File: src/rtl/tx_pkg.sv
package tx_pkg;
  localparam int FRAME_MAX = 11;

  // number of bits on the line for one frame
  function automatic int unsigned frame_len(input logic nine);
    return nine ? 32'd11 : 32'd10;
  endfunction

  // bit period in clocks, zero promoted to one
  function automatic logic [15:0] eff_period(input logic [15:0] div);
    return (div == 16'd0) ? 16'd1 : div;
  endfunction

  // frame image, bit 0 leaves first
  function automatic logic [FRAME_MAX-1:0] build_frame(input logic [7:0] data,
                                                       input logic bit9,
                                                       input logic nine);
    return nine ? {1'b1, bit9, data, 1'b0} : {2'b11, data, 1'b0};
  endfunction
endpackage

File: src/rtl/tx_bit_timer.sv
module tx_bit_timer #(
  parameter int DIV_W = 16
) (
  input  logic             clk,
  input  logic             rst_n,
  input  logic             enable,
  input  logic             run,
  input  logic             restart,
  input  logic [DIV_W-1:0] divisor,
  output logic             tick
);
  logic [DIV_W-1:0] cnt;
  logic [DIV_W-1:0] last;

  assign last = (divisor == '0) ? '0 : divisor - 1'b1;
  assign tick = run && (cnt >= last);

  always_ff @(posedge clk or negedge rst_n) begin
    if (!rst_n)                         cnt <= '0;
    else if (!enable || restart || !run) cnt <= '0;
    else if (cnt >= last)               cnt <= '0;
    else                                cnt <= cnt + 1'b1;
  end
endmodule

File: src/rtl/tx_holding.sv
module tx_holding #(
  parameter int DATA_W = 8
) (
  input  logic              clk,
  input  logic              rst_n,
  input  logic              enable,
  input  logic              wr_data_en,
  input  logic [DATA_W-1:0] wr_data,
  input  logic              wr_bit9_en,
  input  logic              wr_bit9,
  input  logic              stat_rd,
  input  logic              take,
  output logic              buf_full,
  output logic [DATA_W-1:0] buf_data,
  output logic              buf_bit9,
  output logic              collision,
  output logic              collide_evt
);
  assign collide_evt = enable && buf_full && (wr_data_en || wr_bit9_en);

  always_ff @(posedge clk or negedge rst_n) begin
    if (!rst_n) begin
      buf_full  <= 1'b0;
      buf_data  <= '0;
      buf_bit9  <= 1'b0;
      collision <= 1'b0;
    end else if (!enable) begin
      buf_full  <= 1'b0;
      collision <= 1'b0;
    end else begin
      if (wr_data_en && !buf_full) begin
        buf_data <= wr_data;
        buf_full <= 1'b1;
      end else if (take) begin
        buf_full <= 1'b0;
      end
      if (wr_bit9_en && !buf_full) buf_bit9 <= wr_bit9;
      collision <= collide_evt || (collision && !stat_rd);
    end
  end
endmodule

File: src/rtl/tx_shifter.sv
module tx_shifter
  import tx_pkg::*;
#(
  parameter int DATA_W = 8
) (
  input  logic              clk,
  input  logic              rst_n,
  input  logic              enable,
  input  logic              tick,
  input  logic              buf_full,
  input  logic [DATA_W-1:0] buf_data,
  input  logic              buf_bit9,
  input  logic              nine_bit_mode,
  output logic              take,
  output logic              busy,
  output logic              frame_done,
  output logic              txd
);
  localparam int CNT_W = $clog2(FRAME_MAX + 1);

  logic [FRAME_MAX-1:0] shreg;
  logic [CNT_W-1:0]     left;

  assign frame_done = busy && tick && (left == CNT_W'(1));
  assign take       = enable && buf_full && (!busy || frame_done);
  assign txd        = busy ? shreg[0] : 1'b1;

  always_ff @(posedge clk or negedge rst_n) begin
    if (!rst_n) begin
      busy  <= 1'b0;
      shreg <= '1;
      left  <= '0;
    end else if (!enable) begin
      busy  <= 1'b0;
      shreg <= '1;
      left  <= '0;
    end else if (take) begin
      shreg <= build_frame(buf_data, buf_bit9, nine_bit_mode);
      left  <= CNT_W'(frame_len(nine_bit_mode));
      busy  <= 1'b1;
    end else if (busy && tick) begin
      shreg <= {1'b1, shreg[FRAME_MAX-1:1]};
      left  <= left - 1'b1;
      if (left == CNT_W'(1)) busy <= 1'b0;
    end
  end
endmodule

File: src/rtl/serial_tx_buffered.sv
module serial_tx_buffered #(
  parameter int DATA_W = 8,
  parameter int DIV_W  = 16,
  parameter int N_FLAG = 3
) (
  input  logic              clk,
  input  logic              rst_n,
  input  logic              enable,
  input  logic [DIV_W-1:0]  divisor,
  input  logic              nine_bit_mode,
  input  logic              wr_data_en,
  input  logic [DATA_W-1:0] wr_data,
  input  logic              wr_bit9_en,
  input  logic              wr_bit9,
  input  logic              stat_rd,
  input  logic [N_FLAG-1:0] irq_en,
  output logic              txd,
  output logic              flag_buf_empty,
  output logic              flag_shift_empty,
  output logic              flag_collision,
  output logic              irq
);
  logic              take;
  logic              tick;
  logic              busy;
  logic              frame_done;
  logic              buf_full;
  logic [DATA_W-1:0] buf_data;
  logic              buf_bit9;
  logic              collide_evt;
  logic [N_FLAG-1:0] flags;

  tx_holding #(.DATA_W(DATA_W)) u_hold (
    .clk, .rst_n, .enable, .wr_data_en, .wr_data, .wr_bit9_en, .wr_bit9,
    .stat_rd, .take, .buf_full, .buf_data, .buf_bit9,
    .collision(flag_collision), .collide_evt
  );

  tx_bit_timer #(.DIV_W(DIV_W)) u_timer (
    .clk, .rst_n, .enable, .run(busy), .restart(take), .divisor, .tick
  );

  tx_shifter #(.DATA_W(DATA_W)) u_shift (
    .clk, .rst_n, .enable, .tick, .buf_full, .buf_data, .buf_bit9,
    .nine_bit_mode, .take, .busy, .frame_done, .txd
  );

  assign flag_buf_empty   = !buf_full;
  assign flag_shift_empty = !busy;

  generate
    for (genvar i = 0; i < N_FLAG; i++) begin : g_mask
      if (i == 0)      assign flags[i] = flag_buf_empty;
      else if (i == 1) assign flags[i] = flag_shift_empty;
      else if (i == 2) assign flags[i] = flag_collision;
      else             assign flags[i] = 1'b0;
    end
  endgenerate

  assign irq = |(flags & irq_en);
endmodule

File: config.mk
export PLATFORM = sky130hd
export DESIGN_NAME = serial_tx_buffered
export DESIGN_NICKNAME = d
export VERILOG_FILES = /design/src/rtl/tx_pkg.sv /design/src/rtl/tx_bit_timer.sv /design/src/rtl/tx_holding.sv /design/src/rtl/tx_shifter.sv /design/src/rtl/serial_tx_buffered.sv
export SDC_FILE = /design/constraint.sdc
export NUM_CORES = 1
export LEC_CHECK = 0
export ABC_AREA = 0
export BUFFER_PORTS_ARGS = -buffer_cell sky130_fd_sc_hd__buf_2
export CAP_MARGIN = 20
export CORE_ASPECT_RATIO = 1.5
export CORE_MARGIN = 1.5
export CORE_UTILIZATION = 62
export DETAILED_ROUTE_END_ITERATION = 8
export PLACE_DENSITY = 0.87
export SYNTH_ARGS = -nofsm -noshare
export SYNTH_HDL_FRONTEND = slang
export SYNTH_SLANG_ARGS = --single-unit
File: constraint.sdc
create_clock -name clk -period 6.45 [get_ports clk]
set_input_delay 1.6125 -clock clk [delete_from_list [all_inputs] [get_ports clk]]
set_output_delay 1.6125 -clock clk [all_outputs]
set_load 0.02 [all_outputs]
# Yosys cells after proc, flatten, opt, wreduce, memory -nomap -nowiden
# Cells that the tools add are included.
# word_totals
register_bits,43
elab_cells,60
output_inout_bits,5
in_bits,35
# op_classes
mux,20
reduce_logical,23
n_eq_ne,4
n_lt_le_gt_ge,1
n_bitwise,1
addsub,3
# op_table
cell,n
$mux W16,3
$mux W11,3
$add A16 B1 Y16 const B,1
$ge A16 B16 Y1,1
$logic_not A16 Y1,1
$sub A16 B1 Y16 const B,1
$mux W4,3
$mux W1,10
$mux W10,1
$logic_and A1 B1 Y1,9
$ne A3 B1 Y1 const B,3
$reduce_and A2 Y1,3
$logic_or A1 B1 Y1,5
$eq A4 B1 Y1 const B,1
$logic_not A1 Y1,4
$sub A4 B1 Y4 const B,1
$and A3 B3 Y3,1
$reduce_or A3 Y1,1

# Logic depth before layout (Yosys ltp)
# Gate-level depths: netlist (run 1).
# depth
ltp_word,11
depth_mapped,16
depth_no_buf,14

# Hierarchy
# A second synthesis (run 1) with hierarchy kept.
# unflattened
hier_cells,288
area_unflattened_um2,2832.7
# modules_own_cells
mod,cells_per_inst,area_per_inst_um2,instances,seq_area_each_um2
tx_bit_timer,177,1532.7,1,400.4
tx_shifter,77,830.8,1,387.9
tx_holding,30,445.4,1,275.3
serial_tx_buffered,4,23.8,1,0.0

# Worst setup path before layout (run 1)
# Ideal clock, no wire load.
# synth_timing
kind,in2reg
start,input port divisor[8]
end,register u_shift.shreg[1]
arrival_time_ns,4.505
slack_ns,1.865
cell_stages,14
t_required_ns,6.371
path_cell_list,nor4_2 -> nand4b_1 -> or3_1 -> nor4_1 -> xor2_1 -> nand2_1 -> ha_1 -> nand4_2 -> nor4_2 -> o31ai_2 -> a41o_1 -> and2_1 -> buf_6 -> a22o_1
# synth_via
elab_chain_len,10
elab_cells_between_ends,12
cone_classes,add/sub (1); order compare (1); eq/ne (1); mux (3); reduce/logical (6)
# synth_lines
item,line,text
from (decl),serial_tx_buffered.sv:9,"input logic [DIV_W-1:0] divisor,"
$sub A16 B1 Y16 or $logic_not A16 Y1 (tied branches),tx_bit_timer.sv:15,assign last = (divisor == '0) ? '0 : divisor - 1'b1;
$mux W16 (*),tx_bit_timer.sv:15,
$ge A16 B16 Y1 (*),tx_bit_timer.sv:16,assign tick = run && (cnt >= last);
$logic_and A1 B1 Y1 (*),tx_bit_timer.sv:16,
$logic_and A1 B1 Y1 (*),"tx_shifter.sv:24, tx_shifter.sv:41",
$logic_and A1 B1 Y1,tx_shifter.sv:24,assign frame_done = busy && tick && (left == CNT_W'(1));
$logic_or A1 B1 Y1,tx_shifter.sv:25,assign take = enable && buf_full && (!busy || frame_done);
$logic_and A1 B1 Y1,tx_shifter.sv:25,
$mux W11,tx_shifter.sv:37,end else if (take) begin
$mux W11,tx_shifter.sv:33,end else if (!enable) begin
to (signal assigned),tx_shifter.sv:38,"shreg <= build_frame(buf_data, buf_bit9, nine_bit_mode);"
to (signal assigned),tx_shifter.sv:42,"shreg <= {1'b1, shreg[FRAME_MAX-1:1]};"
to (decl),tx_shifter.sv:21,logic [FRAME_MAX-1:0] shreg;
# Mark *: on every way between the ends. The rest lies on a longest branch, timed or not.
# A chain may end at the register's enable or synchronous reset.

# Worst setup path after layout (run 1)
# layout_timing
start,input port divisor[8]
end,register u_shift.left[0]
# layout_via
elab_chain_len,10
elab_cells_between_ends,12
cone_classes,add/sub (1); order compare (1); eq/ne (1); mux (3); reduce/logical (6)
# layout_lines
item,line,text
$sub A16 B1 Y16 or $logic_not A16 Y1 (tied branches),tx_bit_timer.sv:15,
$mux W16 (*),tx_bit_timer.sv:15,
$ge A16 B16 Y1 (*),tx_bit_timer.sv:16,
$logic_and A1 B1 Y1 (*),tx_bit_timer.sv:16,
$logic_and A1 B1 Y1 (*),"tx_shifter.sv:24, tx_shifter.sv:41",
$logic_and A1 B1 Y1,tx_shifter.sv:24,
$logic_or A1 B1 Y1,tx_shifter.sv:25,
$logic_and A1 B1 Y1,tx_shifter.sv:25,
$mux W4,tx_shifter.sv:37,
$mux W4,tx_shifter.sv:33,
to (signal assigned),tx_shifter.sv:39,left <= CNT_W'(frame_len(nine_bit_mode));
to (signal assigned),tx_shifter.sv:43,left <= left - 1'b1;
to (decl),tx_shifter.sv:22,logic [CNT_W-1:0] left;
# Marked as above.

==> metrics, run 1 <==
WL final 5730 µm; CTS tree built; mux contribution to synthesized area 3.89%; synthesis-to-finish area growth 10.3%; largest family of logic cells by synthesized area simple AND/OR/NAND/NOR gates; cell area power density 194 mW/mm²; most frequent cells after synthesis 39 x nand2_1, 32 x dfrtp_1, 27 x nor2_1; Pwr Total 0.000611 W; Slew headroom 39.7%; Post-synth EDFFs 0; final non-filler cell total 392; H-tree depth 2; antenna viol nets, final 0; Mapped Cells 305; clock sinks 42; post-cts sizing count 0; Mapped Nets 361; HPWL Detailed 4440 µm; final worst path period need 5.01 ns; leading post-synthesis cells by cell area dfrtp_1 28%, dfstp_2 9.2%, ha_1 9.2%; leading area contributor after synthesis dfrtp_1; postcts setup bufs 0; Initial Util around 64%; Worst Tran Pin Value 0.904 ns; Leak ~1.5 nW; clk_lat worst skew 0.31 ns; Worst EP required roughly 6.6 ns; Adder-Cell Fraction of Synth Area 9.19%; endpoints failing setup 0; Final Instance Area 0.00315 mm²; sequential fraction of the synthesis area 37.2%; Synth Flop Type dfrtp_1; cts hold-fix bufs 0; startpoint types input port; Slew Limit Fails 0; post-synthesis async set-or-reset flop share 100%; Max-Cap Viols 0; clock skew approximately 0.0089 ns; Clk pin slew, worst setup/hold paths 0.09 ns; maximum VDD drop 0.102 mV; WHS between 0.4 and 0.5 ns; CP bufs+invs 1; gp weighted congestion 0.855; xor and xnor area share after synthesis under 10%; final setup TNS 0 ns; RSZ-0062 raised after global routing no; top-level port count 40; crit path max fanout 15; Rows 30; largest net degree at the start of global routing 43; worst-path cell chain buf_2 > nor4_2 > nand4b_1 > or3_1 > nor4_1 > xor2_1 > nand2_1 > ha_1 > nand4_2 > nor3_1 > o21ai_0 > a41o_1 > and2_1 > a22oi_1; simple-gate area share of the yosys netlist 23.8%; critical path arrival 5.19 ns; Compound-Gate Fraction of Synth Area 14.2%; Syn Area/Cell 9.38 µm²; chip width approximately 58 µm; DR pass1 iterations 4; Hold Vio Cnt, Final 0; clock buffer count from CTS 5; DR DRC count 0; via count 2,298; CTS root buffer clkbuf_8; Initial DRC Count 84; CP max stage cell a41o_1; R2R setup slack 3.75 ns; total track usage 25.4%; Yosys top cell area share 28.0%; gr ovfl total 0; Area after DPL 0.00306 mm²; first-pass GRT wire length 9920 µm; number of synthesized register bits between 40 and 50; port bufs 39; Die Span Y around 86 µm; outcome complete, no violations; HP Class flip-flop to flip-flop; Setup crit end kind flip-flop; placed cells roughly 380; drt wl/cell approximately 15 µm; fillers around 350; post-route clock period utilization 77.7%; initial antenna violation count 0; critical path's top delay family simple AND/OR/NAND/NOR gates; synthesis warning total 0; clock tree buffer depth 2; Antenna Cells 0; Die Footprint between 0.005 and 0.006 mm²; Peak Freq 200 MHz; vias per inst just under 6; Core ar. 0.00447 mm²; layout cells sized above 1 25.3%; most common cell in the synthesized netlist nand2_1; number of global-route vias before repair 2,317; final-stage net count ~400; Mapped Area 0.00286 mm²; critical path type input port to flip-flop; Netlist cell types between 50 and 60; peak per-stage delay on the critical path 0.55 ns
==> per-stage QoR <==
stage / setup slack [ns] / utilization [%]
after detailed placement: 1.16 / 68.5
after global placement: 1.32 / 68.5
after floorplan: 1.87 / -
after CTS: 1.48 / 70.6
final: 1.44 / 70.6
after global routing: 1.10 / 70.6
==> power by group <==
group / switching (W) / internal, W
Combinational: 0.0000638 / 0.0000551
Clock: 0.0000989 / 0.0000774
Sequential: 0.0000189 / 0.000297
Total: 0.000182 / 0.000429
==> worst reg2reg max path: cells and delay by family (launching register included) <==
kind                     cells  cell delay (ns)
AND/OR/NAND/NOR              2             0.58
flip-flops                   1             0.42
AO/OA/AOI/OAI                4             1.27
adder cells (fa/ha/maj)      1             0.32
==> routing by layer <==
metal	share of wire, %	wire length (µm)	vias up	global-route usage, %
met4	3.5	202	0	13.1
li1	-	-	1139	-
met3	2.8	162	18	3.58
met5	0	0	-	0
met1	41	2350	1085	28.8
met2	53	3010	56	44.9
==> sequential cells by signal, summed over array words and instances, names as in the netlist <==
signal            count
u_hold.buf_full       1
u_hold.buf_data       8
u_shift.busy          1
u_shift.shreg        10
u_timer.cnt          16
u_hold.buf_bit9       1
u_shift.left          4
u_hold.collision      1
==> layout make-up <==
type	count	area (µm²)	share of cell area, %
tap	48	60.1	1.90
clock inverter	3	23.8	0.754
multi-input combinational	241	1690	53.5
sequential	42	1060	33.7
clock buffer	5	68.8	2.18
inverter	13	48.8	1.55
timing repair buffer	40	203	6.43
==> logic make-up (layout without fill, tap and decap cells) <==
logic type	after synthesis	after routing
simple gates	126	126
flops	42	42
mux	10	10
compound gates	58	58
buf+inv	22	61
fa+ha+maj	21	21
xor+xnor	26	26
==> cell usage in the layout, fill, tap and decap left out, types with 2 or more instances in the layout <==
master       n
a211oi_1     2
a21boi_0     2
a21oi_1     15
a22o_1       8
a31o_2       2
and2_1       4
and3_1       6
buf_2       39
clkbuf_8     5
clkinvlp_4   2
dfrtp_1     32
dfstp_2     10
ha_1        21
inv_1       13
mux2_2       9
nand2_1     39
nand2b_1     3
nand3_1      7
nand4_1      3
nor2_1      27
nor2_2       2
nor2_4       8
nor2b_1      4
nor3_1       7
nor3b_1      2
nor4_1       3
nor4_2       2
o21ai_0      9
o21bai_1     8
or2_2        2
xnor2_1     10
xor2_1      16
==> path summary, 6_finish.rpt <==
check                                 startpoint                 end  cells past startpoint
worst min-delay path            u_shift.shreg[9]    u_shift.shreg[9]                      2
worst min register to register  u_shift.shreg[9]    u_shift.shreg[9]                      2
worst max-delay path                  divisor[8]     u_shift.left[0]                     14
max in group asynchronous                  rst_n  u_hold.buf_data[5]                      1
min in group asynchronous                  rst_n        u_shift.busy                      1
worst max register to register    u_timer.cnt[1]     u_shift.left[0]                      7
(Power assumes the default switching activity.)
==> run 2, diff against run 1 <==
- CORE_UTILIZATION: 62 -> 52
- PLACE_DENSITY: 0.87 -> 0.78
- clock period: 6.45 -> 4.6 ns (I/O delays scaled with it)
==> run 2 against run 1 <==
Clock skew increased by 0.0020 ns. Worst setup slack worse by 1.2 ns. Die area is 18% higher. Worst hold slack worse by 0.012 ns. First-iteration DRC count increased by 87%. Non-clock buffer count grew 4. Sequential power increased by 40%. Critical endpoint is now u_shift.shreg[4]. Largest cell class unchanged. Highest routed layer unchanged.
==> metrics, run 2 (synthesis results as in run 1) <==
CTS root buffer clkbuf_8; Leak 1.51 nW (+1.5%); gp weighted congestion 0.805 (-5.8%); clk_lat worst skew 0.30 ns (about the same); cts hold-fix bufs 0 (unchanged); Worst Tran Pin Value 0.931 ns (+0.0263 ns); crit path capture u_shift.shreg[4]; combinational cell fraction of total power 19.9% (+0.4 points); clock skew 0.0110 ns (+0.00203 ns); switch share 28.8% (-0.93 points); critical path type input port to flip-flop; final non-filler cell total 416 (+6.1%); vias per inst 5.65 (-3.6%); clock tree buffer depth 2 (unchanged); switching pwr 0.000244 W (+34%); crit path from divisor[8]; fillers 457 (+29%); outcome complete, no violations; drt wl/cell 14.2 µm (-3.1%); gr ovfl total 0 (unchanged); CTS tree built; Clk pin slew, worst setup/hold paths 0.08 ns (about the same); post-cts sizing count 0 (unchanged); first-pass GRT wire length 10,400 µm (+4.6%); RSZ-0062 raised after global routing no; Core ar. 0.00520 mm² (+17%); Internal 0.000602 W (+40%); via count 2,351 (+2.3%); WL final 5890 µm (+2.9%); biggest regs u_timer.cnt (16), u_shift.shreg (10), u_hold.buf_data (8); largest net degree at the start of global routing 43 (unchanged); post-route clock period utilization 94.3%; register bank with the most flops u_timer.cnt; postcts setup bufs 0 (unchanged); Die Span Y 93.8 µm (+8.9%); final-stage net count 403 (+1.0%); H-tree depth 2 (unchanged); number of global-route vias before repair 2,379 (+2.7%); most frequent cells in the layout 39 x nand2_1, 39 x buf_2, 32 x dfrtp_1, 27 x nor2_1, 21 x ha_1; critical path arrival 4.57 ns (-0.62 ns); top-level port count 40 (unchanged); Worst EP required 4.83 ns (-1.80 ns); port bufs 39 (unchanged); R2R cell count 7 (unchanged); Antenna Cells 0 (unchanged); HP Class flip-flop to flip-flop; Slew Limit Fails 0 (unchanged); final worst path period need 4.34 ns; Clk pwr share 27.9% (-1.0 points); endpoints failing setup 0 (unchanged); initial antenna violation count 0 (unchanged); Finished Core Util 61.5% (-9.1 points); clock sinks 42 (unchanged); cell area power density 264 mW/mm² (+36%); Initial DRC Count 157 (+87%); Slew headroom 38.0% (-1.8 points); clock buffer count from CTS 5 (unchanged); max FFs per register 16 (unchanged); total track usage 21.9% (-3.5 points); crit path max fanout 10 (-5); startpoint types input port; Hold Vio Cnt, Final 0 (unchanged); maximum VDD drop 0.104 mV (+2.0%); Setup crit end kind flip-flop; Die Footprint 0.00596 mm² (+18%); layout cells sized above 1 25.9% (+0.57 points); HPWL Detailed 4560 µm (+2.8%); synthesis-to-finish area growth 12.0%; chip width 63.6 µm (+8.7%); placed cells 408 (+6.3%); Flop pwr share 52.2% (+0.5 points); Initial Util 55.0% (-9.1 points); R2R setup slack 2.07 ns (-1.68 ns); Rows 32 (+6.7%); reg-to-reg startpoint u_timer.cnt[1]; Max-Cap Viols 0 (unchanged); Peak Freq 230 MHz; DR pass1 iterations 4 (unchanged); reg-to-reg endpoint u_shift.left[0]; DR DRC count 0 (unchanged); antenna viol nets, final 0 (unchanged)
## run 2: worst min path at each step
stage	startpoint	cells past startpoint	end
finish	u_shift.shreg[9]	2	u_shift.shreg[9]
CTS	u_shift.shreg[9]	2	u_shift.shreg[9]
floorplan	u_shift.shreg[9]	2	u_shift.shreg[9]
global placement	u_shift.shreg[9]	2	u_shift.shreg[9]
detailed placement	u_shift.shreg[9]	2	u_shift.shreg[9]
global route	u_shift.shreg[9]	2	u_shift.shreg[9]
## run 2: layout make-up
type	count	area [µm²]	share of cell area [%]
Clock buffer	6	72.6	2.27
Inverter	13	48.8	1.52
Tap cell	68	85.1	2.66
Multi-Input combinational cell	241	1690	52.7
Timing Repair Buffer	44	233	7.27
Clock inverter	2	13.8	0.430
Sequential cell	42	1060	33.2
## run 2: critical path, stage by stage
cell and delay, ns:
buf_2 0.13, nor4_2 0.36, nand4b_1 0.17, or3_1 0.38, nor4_1 0.25, xor2_1 0.18, nand2_1 0.08, ha_1 0.31
nand4_2 0.15, nor4_2 0.34, o31ai_2 0.16, a41o_1 0.33, and2_1 0.31, a22o_1 0.29
## run 2: power groups by stage
| stage | combinational (W) | clock, W | sequential [W] |
|---|---|---|---|
| 4_1_cts | 0.000170 | 0.000244 | 0.000441 |
| 5_1_grt | 0.000191 | 0.000258 | 0.000446 |
| 2_1_floorplan | 0.000121 | 0 | 0.000438 |
| 6_report | 0.000169 | 0.000236 | 0.000441 |
| 3_3_place_gp | 0.000163 | 0 | 0.000446 |
| 3_5_place_dp | 0.000170 | 0 | 0.000446 |
## run 2: layer usage
metal	vias up	GRT usage, %	routed length [µm]	share of wire [%]
met2	65	41.8	3270	55
met1	1125	24.1	2310	39
met5	-	0	0	0
met4	0	7.97	100	1.7
met3	9	3.12	214	3.6
li1	1152	-	-	-
## run 2: through the flow
stage	hold WS [ns]	power [W]	setup TNS, ns	worst slack [ns]	area [µm²]
CTS	0.469	0.000855	0	0.282	3200
global route	0.506	0.000894	0	0.0439	3200
finish	0.470	0.000846	0	0.261	3200
floorplan	0.444	0.000559	0	0.478	2860
detailed placement	0.458	0.000616	-0.0792	-0.0326	3120
global placement	0.459	0.000609	0	0.151	3120
==> run 3, diff against run 2 <==
- CORE_MARGIN: 1.5 -> default
==> run 3 against run 2 <==
Routed wire length decreased by 1.5%. Total power about the same. First-iteration DRC count decreased by 24%. Clock power about the same. Sequential cell count unchanged. Sequential share of layout area increased by 0.065 points. Largest cell class unchanged.
==> metrics, run 3 (synthesis results as in run 1) <==
startpoint types input port; CP bufs+invs 1 (unchanged); register area 0.00106 mm² (unchanged); WHS 0.470 ns (+0.000367 ns); maximum VDD drop 0.148 mV (+43%); register bank with the most flops u_timer.cnt; most frequent cells in the layout 39 x nand2_1, 39 x buf_2, 32 x dfrtp_1, 27 x nor2_1, 21 x ha_1; total track usage 22.0% (+0.17 points); H-tree depth 2 (unchanged); CTS root buffer clkbuf_8; CP max stage cell or3_1; Setup crit end kind flip-flop; worst-path cell chain buf_2 > nor4_2 > nand4b_1 > or3_1 > nor4_1 > xor2_1 > nand2_1 > ha_1 > nand4_2 > nor4_2 > o31ai_2 > a41o_1 > and2_1 > a22o_1; top-level port count 40 (unchanged); Max-Cap Viols 0 (unchanged); peak per-stage delay on the critical path 0.37 ns (about the same); clk_lat worst skew 0.29 ns (about the same); Worst EP required 4.82 ns (about the same); Initial DRC Count 120 (-24%); gr ovfl total 0 (unchanged); routing usage on met1 23.6% (-0.44 points); clock buffer count from CTS 5 (unchanged); Core ar. 0.00520 mm² (unchanged); crit-path most repeated cell nor4_2; Slew Limit Fails 0 (unchanged); clock skew 0.00858 ns (-0.00238 ns); fillers 446 (-2.4%); cell area power density 265 mW/mm² (+0.20%); Internal 0.000602 W (about the same); post-route clock period utilization 92.7% (-1.7 points); clock tree buffer depth 2 (unchanged); DR DRC count 0 (unchanged); Crit path depth 14 (unchanged); Hold Vio Cnt, Final 0 (unchanged); max FFs per register 16 (unchanged); Finished Core Util 61.4% (-0.12 points); HP Class flip-flop to flip-flop; drt wl/cell 14.0 µm (-1.1%); biggest regs u_timer.cnt (16), u_shift.shreg (10), u_hold.buf_data (8); switch share 28.8% (about the same); DR pass1 iterations 4 (unchanged); RSZ-0062 raised after global routing no; first-pass GRT wire length 10,100 µm (-2.3%); Clk pwr share 27.8% (about the same); final-stage net count 401 (-0.50%); initial antenna violation count 0 (unchanged); Antenna Cells 0 (unchanged); final setup TNS 0 ns (unchanged); Die Span Y 92.8 µm (-1.1%); critical path's top delay family simple AND/OR/NAND/NOR gates; worst setup margin 0.338 ns (+0.0768 ns); Multi-input gate area 0.00170 mm² (+0.52%); endpoints failing setup 0 (unchanged); Clk pin slew, worst setup/hold paths 0.08 ns (about the same); busiest grt layer met2; cts hold-fix bufs 0 (unchanged); Die Footprint 0.00581 mm² (-2.6%); Leak 1.50 nW (-0.63%); critical path type input port to flip-flop; port bufs 39 (unchanged); R2R cell count 7 (unchanged); crit path max fanout 10 (unchanged); dpl ws 0.0591 ns (+0.0917 ns); chip width 62.6 µm (-1.6%); synthesis-to-finish area growth 11.8%; WL final 5800 µm (-1.5%); hold depth 2 (unchanged); Initial Util 55.0% (unchanged); clock sinks 42 (unchanged); antenna viol nets, final 0 (unchanged); critical path arrival 4.49 ns (-0.08 ns); Slew headroom 39.7% (+1.7 points); gp weighted congestion 0.815 (+1.2%); switching pwr 0.000244 W (unchanged); HPWL Detailed 4500 µm (-1.5%); Peak Freq 235 MHz (+1.8%); Flop pwr share 52.1% (about the same); Rows 32 (unchanged); CTS tree built; combinational cell fraction of total power 20.1% (+0.2 points); routing usage on met2 42.3% (+0.46 points); outcome complete, no violations; Worst Tran Pin Value 0.905 ns (-0.0262 ns); met3 usage 3.20% (+0.084 points); via count 2,251 (-4.3%); vias per inst 5.44 (-3.8%); layout cells sized above 1 25.4% (-0.43 points); final worst path period need 4.26 ns (-0.0768 ns); largest net degree at the start of global routing 43 (unchanged); number of global-route vias before repair 2,344 (-1.5%)
## run 3: worst min-delay path: stages (launching register included)
cell	delay (ns)
dfstp_2	0.38
inv_1	0.04
a2bb2oi_1	0.05
## run 3: final cells by class
cell class,count,area share [%]
clock buffer,6,2.27
clock inverter,2,0.431
inverter,13,1.53
multi-input combinational,241,53.0
sequential,42,33.3
tap,68,2.66
timing repair buffer,42,6.81
## run 3: stage by stage
step                      cell area [µm²]  total power [W]  std cells
after floorplan                      2860         0.000559        305
after global placement               3100         0.000609        406
after detailed placement             3100         0.000617        406
after CTS                            3190         0.000854        414
after global routing                 3200         0.000894        414
final                                3200         0.000846        414
## run 3: what timing repair did
item,4_1_cts,5_1_grt
setup endpoints to repair,0,1
setup buffers,0,0
hold endpoints to repair,0,0
gates resized for setup,0,2
## run 3: worst paths after layout
path                             startpoint                to  slack, ns
hold / removal             u_shift.shreg[9]  u_shift.shreg[9]       0.47
setup / recovery                 divisor[8]  u_shift.shreg[2]       0.34
max in group asynchronous             rst_n   u_shift.left[1]       3.05
setup reg to reg             u_timer.cnt[1]  u_shift.shreg[2]       2.07
hold reg to reg            u_shift.shreg[9]  u_shift.shreg[9]       0.47
min in group asynchronous             rst_n      u_shift.busy       0.98
## run 3: power groups by stage
stage               combinational [W]  sequential (W)  clock [W]
floorplan                    0.000121        0.000438          0
global placement             0.000164        0.000445          0
detailed placement           0.000170        0.000447          0
CTS                          0.000171        0.000440   0.000243
global route                 0.000192        0.000446   0.000256
finish                       0.000170        0.000441   0.000235
## run 3: layer usage
metal  vias up  wire [µm]
met5         -          0
li1       1140          -
met4         0        110
met3         9        130
met2        47       3150
met1      1055       2410
